$ cat config.mk
export PLATFORM = sky130hd
export DESIGN_NAME = window_center_unit
export DESIGN_NICKNAME = d
export VERILOG_FILES = /design/src/rtl/wcu_pkg.sv /design/src/rtl/wcu_ctrl.sv /design/src/rtl/wcu_datapath.sv /design/src/rtl/window_center_unit.sv
export SDC_FILE = /design/constraint.sdc
export NUM_CORES = 1
export LEC_CHECK = 0
export ABC_AREA = 1
export BUFFER_PORTS_ARGS = -buffer_cell sky130_fd_sc_hd__buf_2
export CAP_MARGIN = 25
export CORE_MARGIN = 2
export CORE_UTILIZATION = 50
export CTS_CLUSTER_DIAMETER = 150
export DETAILED_ROUTE_END_ITERATION = 10
export HOLD_SLACK_MARGIN = 0.08
export PLACE_DENSITY = 0.73
export SYNTH_ARGS = -nofsm -noshare
export SYNTH_HDL_FRONTEND = slang
export SYNTH_HIERARCHICAL = 1
export SYNTH_SLANG_ARGS = --single-unit
$ cat constraint.sdc
create_clock -name clk -period 1.01 [get_ports clk]
set_input_delay 0 -clock clk [delete_from_list [all_inputs] [get_ports clk]]
set_output_delay 0 -clock clk [all_outputs]
set_load 0.02 [all_outputs]
$ cat src/rtl/wcu_pkg.sv
package wcu_pkg;
  typedef struct packed {
    logic captureFlags;
    logic captureTaps;
  } ctrlStrobes_t;
endpackage

$ cat src/rtl/wcu_ctrl.sv
module wcu_ctrl
  import wcu_pkg::*;
(
  input  logic         clk,
  input  logic         rstN,
  input  logic         start,
  input  logic         resume,
  output ctrlStrobes_t strobes,
  output logic         flagsValid,
  output logic         tapsValid
);
  assign strobes.captureFlags = start;
  assign strobes.captureTaps  = resume;

  always_ff @(posedge clk or negedge rstN) begin
    if (!rstN) begin
      flagsValid <= 1'b0;
      tapsValid  <= 1'b0;
    end else begin
      flagsValid <= start;
      tapsValid  <= resume;
    end
  end
endmodule

$ cat src/rtl/wcu_datapath.sv
module wcu_datapath
  import wcu_pkg::*;
#(
  parameter int NUM_LANES  = 4,
  parameter int LIMIT_W    = 8,
  parameter int TAP_W      = 5,
  parameter int WIN_THRESH = 7
) (
  input  logic                       clk,
  input  logic                       rstN,
  input  ctrlStrobes_t               strobes,
  input  logic                       txMode,
  input  logic [NUM_LANES*LIMIT_W-1:0] lowLimits,
  input  logic [NUM_LANES*LIMIT_W-1:0] highLimits,
  input  logic [NUM_LANES*TAP_W-1:0]   wlOffsets,
  output logic [NUM_LANES-1:0]         lowSearchMask,
  output logic [NUM_LANES-1:0]         highSearchMask,
  output logic [NUM_LANES*TAP_W-1:0]   taps
);
  localparam int EXT_W   = LIMIT_W + 1;
  localparam int TAP_MAX = (1 << TAP_W) - 1;
  localparam logic signed [EXT_W-1:0] TAP_MAX_S = EXT_W'(TAP_MAX);
  localparam logic signed [EXT_W-1:0] THRESH_S  = EXT_W'(WIN_THRESH);

  logic             lowReg  [NUM_LANES];
  logic             highReg [NUM_LANES];
  logic [TAP_W-1:0] tapReg  [NUM_LANES];

  for (genvar g = 0; g < NUM_LANES; g++) begin : gLane
    logic [LIMIT_W-1:0]      loRaw, hiRaw;
    logic signed [EXT_W-1:0] loExt, hiExt, width, sum, half;
    logic [TAP_W-1:0]        clampTap, wl, finalTap;
    logic                    narrow, needLow, needHigh;

    assign loRaw = lowLimits[g*LIMIT_W +: LIMIT_W];
    assign hiRaw = highLimits[g*LIMIT_W +: LIMIT_W];
    assign wl    = wlOffsets[g*TAP_W +: TAP_W];
    assign loExt = $signed({loRaw[LIMIT_W-1], loRaw});
    assign hiExt = $signed({hiRaw[LIMIT_W-1], hiRaw});

    assign width    = hiExt - loExt;
    assign narrow   = width < THRESH_S;
    assign needLow  = !txMode && narrow && (loExt == '0);
    assign needHigh = !txMode && narrow && (hiExt == TAP_MAX_S);

    // signed halving rounded toward zero: bias odd negative sums by one
    assign sum  = hiExt + loExt;
    assign half = (sum + $signed({{(EXT_W-1){1'b0}}, sum[EXT_W-1]})) >>> 1;

    always_comb begin
      if (half < 0)              clampTap = '0;
      else if (half > TAP_MAX_S) clampTap = TAP_W'(TAP_MAX);
      else                       clampTap = half[TAP_W-1:0];
    end

    assign finalTap = txMode ? clampTap + wl : clampTap;

    always_ff @(posedge clk or negedge rstN) begin
      if (!rstN) begin
        lowReg[g]  <= 1'b0;
        highReg[g] <= 1'b0;
      end else if (strobes.captureFlags) begin
        lowReg[g]  <= needLow;
        highReg[g] <= needHigh;
      end
    end

    always_ff @(posedge clk or negedge rstN) begin
      if (!rstN)                    tapReg[g] <= '0;
      else if (strobes.captureTaps) tapReg[g] <= finalTap;
    end

    assign lowSearchMask[g]            = lowReg[g];
    assign highSearchMask[g]           = highReg[g];
    assign taps[g*TAP_W +: TAP_W]      = tapReg[g];
  end
endmodule

$ cat src/rtl/window_center_unit.sv
module window_center_unit
  import wcu_pkg::*;
#(
  parameter int NUM_LANES  = 4,
  parameter int LIMIT_W    = 8,
  parameter int TAP_W      = 5,
  parameter int WIN_THRESH = 7
) (
  input  logic                         clk,
  input  logic                         rstN,
  input  logic                         start,
  input  logic                         resume,
  input  logic                         txMode,
  input  logic [NUM_LANES*LIMIT_W-1:0] lowLimits,
  input  logic [NUM_LANES*LIMIT_W-1:0] highLimits,
  input  logic [NUM_LANES*TAP_W-1:0]   wlOffsets,
  output logic [NUM_LANES-1:0]         lowSearchMask,
  output logic [NUM_LANES-1:0]         highSearchMask,
  output logic                         flagsValid,
  output logic [NUM_LANES*TAP_W-1:0]   taps,
  output logic                         tapsValid
);
  ctrlStrobes_t strobes;

  wcu_ctrl u_ctrl (
    .clk(clk), .rstN(rstN), .start(start), .resume(resume),
    .strobes(strobes), .flagsValid(flagsValid), .tapsValid(tapsValid)
  );

  wcu_datapath #(
    .NUM_LANES(NUM_LANES), .LIMIT_W(LIMIT_W),
    .TAP_W(TAP_W), .WIN_THRESH(WIN_THRESH)
  ) u_datapath (
    .clk(clk), .rstN(rstN), .strobes(strobes), .txMode(txMode),
    .lowLimits(lowLimits), .highLimits(highLimits), .wlOffsets(wlOffsets),
    .lowSearchMask(lowSearchMask), .highSearchMask(highSearchMask),
    .taps(taps)
  );
endmodule

==> out/qor.yml <==
routing:
  route.met2.wl_um: 12300
  wl_met3_um: 2150
  drc: 0
  wl_per_cell_um: 16.9
  first_pass_iters: 7
  top_layer: "met4"
  drtIter0Drc: 996
  viasPerCell: 5.64
  vias: 8669
  drt-total-wl_um: 25900
  ant_nets: 0
  drt-met1-wl_um: 10200
floorplanning:
  dieArea_mm2: 0.0129
  core_mm2: 0.0119
  die_h_um: 114
  io_pins: 119
  die_w_um: 114
  rows: 40
  start_util: 0.506
clocking:
  numCtsBuffers: 5
  cts_tree: "done"
  cts.sinks: 30
  worstSkewPairLatency_ns: 0.28
  cts-root-buf: "clkbuf_16"
  path_clk_slew_ns: 0.05
  htree_levels: 2
  clock_path_buffers: 2
timing:
  finalWorstSetupSlack_ns: -2.62
  rsz0062_at_grt: "true"
  worst_slew_pin_slew_ns: 0.467
  final.setup.tns_ns: -48.52
  fin_skew_ns: 0
  fin_crit_sh: 3.60
  max_freq_ghz: 0.275
  min_period_ns: 3.63
  max_slew_margin: 0.685
  slew_violations: 0
  hold_viol: 0
  whs_ns: 0.0879
  setup_viol: 28
logic_synthesis:
  yosys_most_used_dff: "dfrtp_1"
  ys_async_sr_fraction: 1.00
  synth_area_mm2: 0.00600
  avgSynthCellArea_um2: 6.23
  ys_ff_latch: 30
  synthesis.nets: 1148
  synth_warnings: 6
  synth_cell_types: 38
  ys_seq_area_frac: 0.125
  synth_cells: 963
  synth_edf_count: 0
layout:
  seqCellArea_um2: 751
  nFillCells: 586
  most-common-layout-cells: "293 x buf_4, 207 x nand2_1, 131 x inv_1, 109 x buf_2, 72 x nand3_1"
  final_common_cell: "buf_4"
  layout-drive-gt1-share: 0.493
  multi_input_area_mm2: 0.00556
  area_growth_pct: 75.8
  nets: 1575
  postLayoutCoreUtil: 0.889
  antennaDiodeCount: 0
pwr:
  power_density_mw_per_mm2: 1150
  ir_worst_vdd_mv: 0.903
  total_power_mw: 12.1
  p_leak_nw: 5.65
worst_setup_path:
  reg2reg_from: "u_datapath/taps[18]$_DFFE_PN0P_"
  critPathLaunchType: "input pin"
  worstPathArrival_ns: 3.85
  path_max_fanout: 3
  worstSetupEndpointType: "flop"
  max_stage_delay_ns: 0.33
  crit_required_ns: 1.23
  r2r_cells: 2
  cpMostUsedCell: "nand2_1"
  ff2ff_setup_slack_ns: 0.31
  rr_endpoint: "u_datapath/taps[18]$_DFFE_PN0P_"
  slowest_stage: "fa_2"
  path_class: "in2reg"
placement:
  portBuffers: 118
  place.gp.congestion: 0.922
  dp_hpwl_um: 15800
global_route:
  grt_max_degree: 31
  grt_overflow: 0
  antenna_found_initial: 0
  grt_pass1_vias: 7773
  grt.total_usage: 0.326
  grt_pass1_wl_um: 35000
hold_path:
  hp-start: "resume"
  hold_depth: 2
  whs_endpoint: "u_ctrl/tapsValid$_DFF_PN0_"
  hp-class: "in2reg"
job:
  maxCapViolations: 0
run_status:
  status: "complete, but fails checks"
  violations: "negative setup slack"
## cells by family (layout without fill, tap and decap cells)
| logic type | count (synthesis) | count (layout) | share of synthesized area |
|---|---|---|---|
| AO/OA/AOI/OAI | 116 | 116 | 0.109 |
| XOR/XNOR | 43 | 43 | 0.0653 |
| adder cells (fa/ha/maj) | 96 | 96 | 0.215 |
| buffers and inverters | 195 | 623 | 0.129 |
| flip-flops | 30 | 30 | 0.125 |
| AND/OR/NAND/NOR | 483 | 483 | 0.357 |
## layout make-up
| type | instances | share of cell area |
|---|---|---|
| Multi-Input combinational cell | 738 | 0.527 |
| Clock inverter | 2 | 0.00119 |
| Timing Repair Buffer | 437 | 0.301 |
| Inverter | 178 | 0.0689 |
| Sequential cell | 30 | 0.0712 |
| Clock buffer | 6 | 0.0132 |
| Tap cell | 147 | 0.0174 |
## worst max path at each step
stage	start	endpoint	cells after the start	slack, ns
global placement	lowLimits[8]	u_datapath/taps[9]$_DFFE_PN0P_	36	-2.62
global route	highLimits[16]	u_datapath/taps[14]$_DFFE_PN0P_	32	-2.72
CTS	highLimits[8]	u_datapath/taps[9]$_DFFE_PN0P_	36	-2.18
floorplan	lowLimits[8]	u_datapath/taps[9]$_DFFE_PN0P_	35	-2.46
finish	highLimits[16]	u_datapath/taps[14]$_DFFE_PN0P_	32	-2.62
detailed placement	lowLimits[8]	u_datapath/taps[9]$_DFFE_PN0P_	36	-2.72
## registers in the layout (all words and copies together) (netlist names)
signal	count
u_ctrl/tapsValid	1
u_datapath/highSearchMask	4
u_ctrl/flagsValid	1
u_datapath/lowSearchMask	4
u_datapath/taps	20
## stage by stage
stage	area (um^2)	worst slack (ns)	instances
after global routing	10500	-2.72	1538
after floorplan	6490	-2.46	963
final	10500	-2.62	1538
after detailed placement	9130	-2.72	1470
after global placement	9130	-2.62	1470
after CTS	10000	-2.18	1523
## repair_timing
item                                    4_1_cts  5_1_grt
endpoints found under the setup margin       28       28
setup buffers                                44       22
gates resized for setup                     101       96
hold buffers                                  2        0
pin swaps                                   144       85
hold endpoints to repair                     31        0
## worst max-delay path: cells and delay by family
kind	cells	cell delay (ns)
AOI/OAI and AO/OA	2	0.43
adders and majority gates	4	0.92
buffers and inverters	8	0.68
and+or+nand+nor	18	1.82
## cells in the mapped netlist, types with 2 or more instances
master	instances	area [um^2]
nand2_1	246	923
a22oi_1	4	30.0
a21oi_1	51	255
a211oi_1	3	22.5
nor4_1	16	100
o21ai_1	6	30.0
inv_2	10	37.5
buf_6	2	22.5
o21bai_1	10	75.1
o21a_1	2	15.0
nand4_1	16	100
buf_4	5	37.5
nand3_1	100	500
nor2_2	7	43.8
fa_1	12	240
o311ai_0	4	35.0
nor3_1	4	20.0
xnor2_1	7	61.3
nor2_1	67	251
nand2_2	13	81.3
ha_1	84	1050
clkbuf_1	5	18.8
nand3b_1	6	45.0
a31oi_1	2	12.5
xor2_1	34	298
xor2_2	2	32.5
o21ai_0	32	160
inv_1	168	631
nor2_4	2	22.5
and2_1	3	18.8
buf_2	4	20.0
dfrtp_1	30	751
## power by group
part	internal [mW]	switching [mW]
Sequential	1.41	0.140
Clock	0.976	0.594
Combinational	4.19	4.81
## per-layer routing
| layer | global-route usage | vias to the layer above |
|---|---|---|
| li1 | - | 3946 |
| met1 | 0.424 | 3998 |
| met2 | 0.567 | 575 |
| met3 | 0.0414 | 150 |
| met4 | 0.0976 | 0 |
| met5 | 0 | - |
No activity file was read; power rests on OpenSTA's default activity.
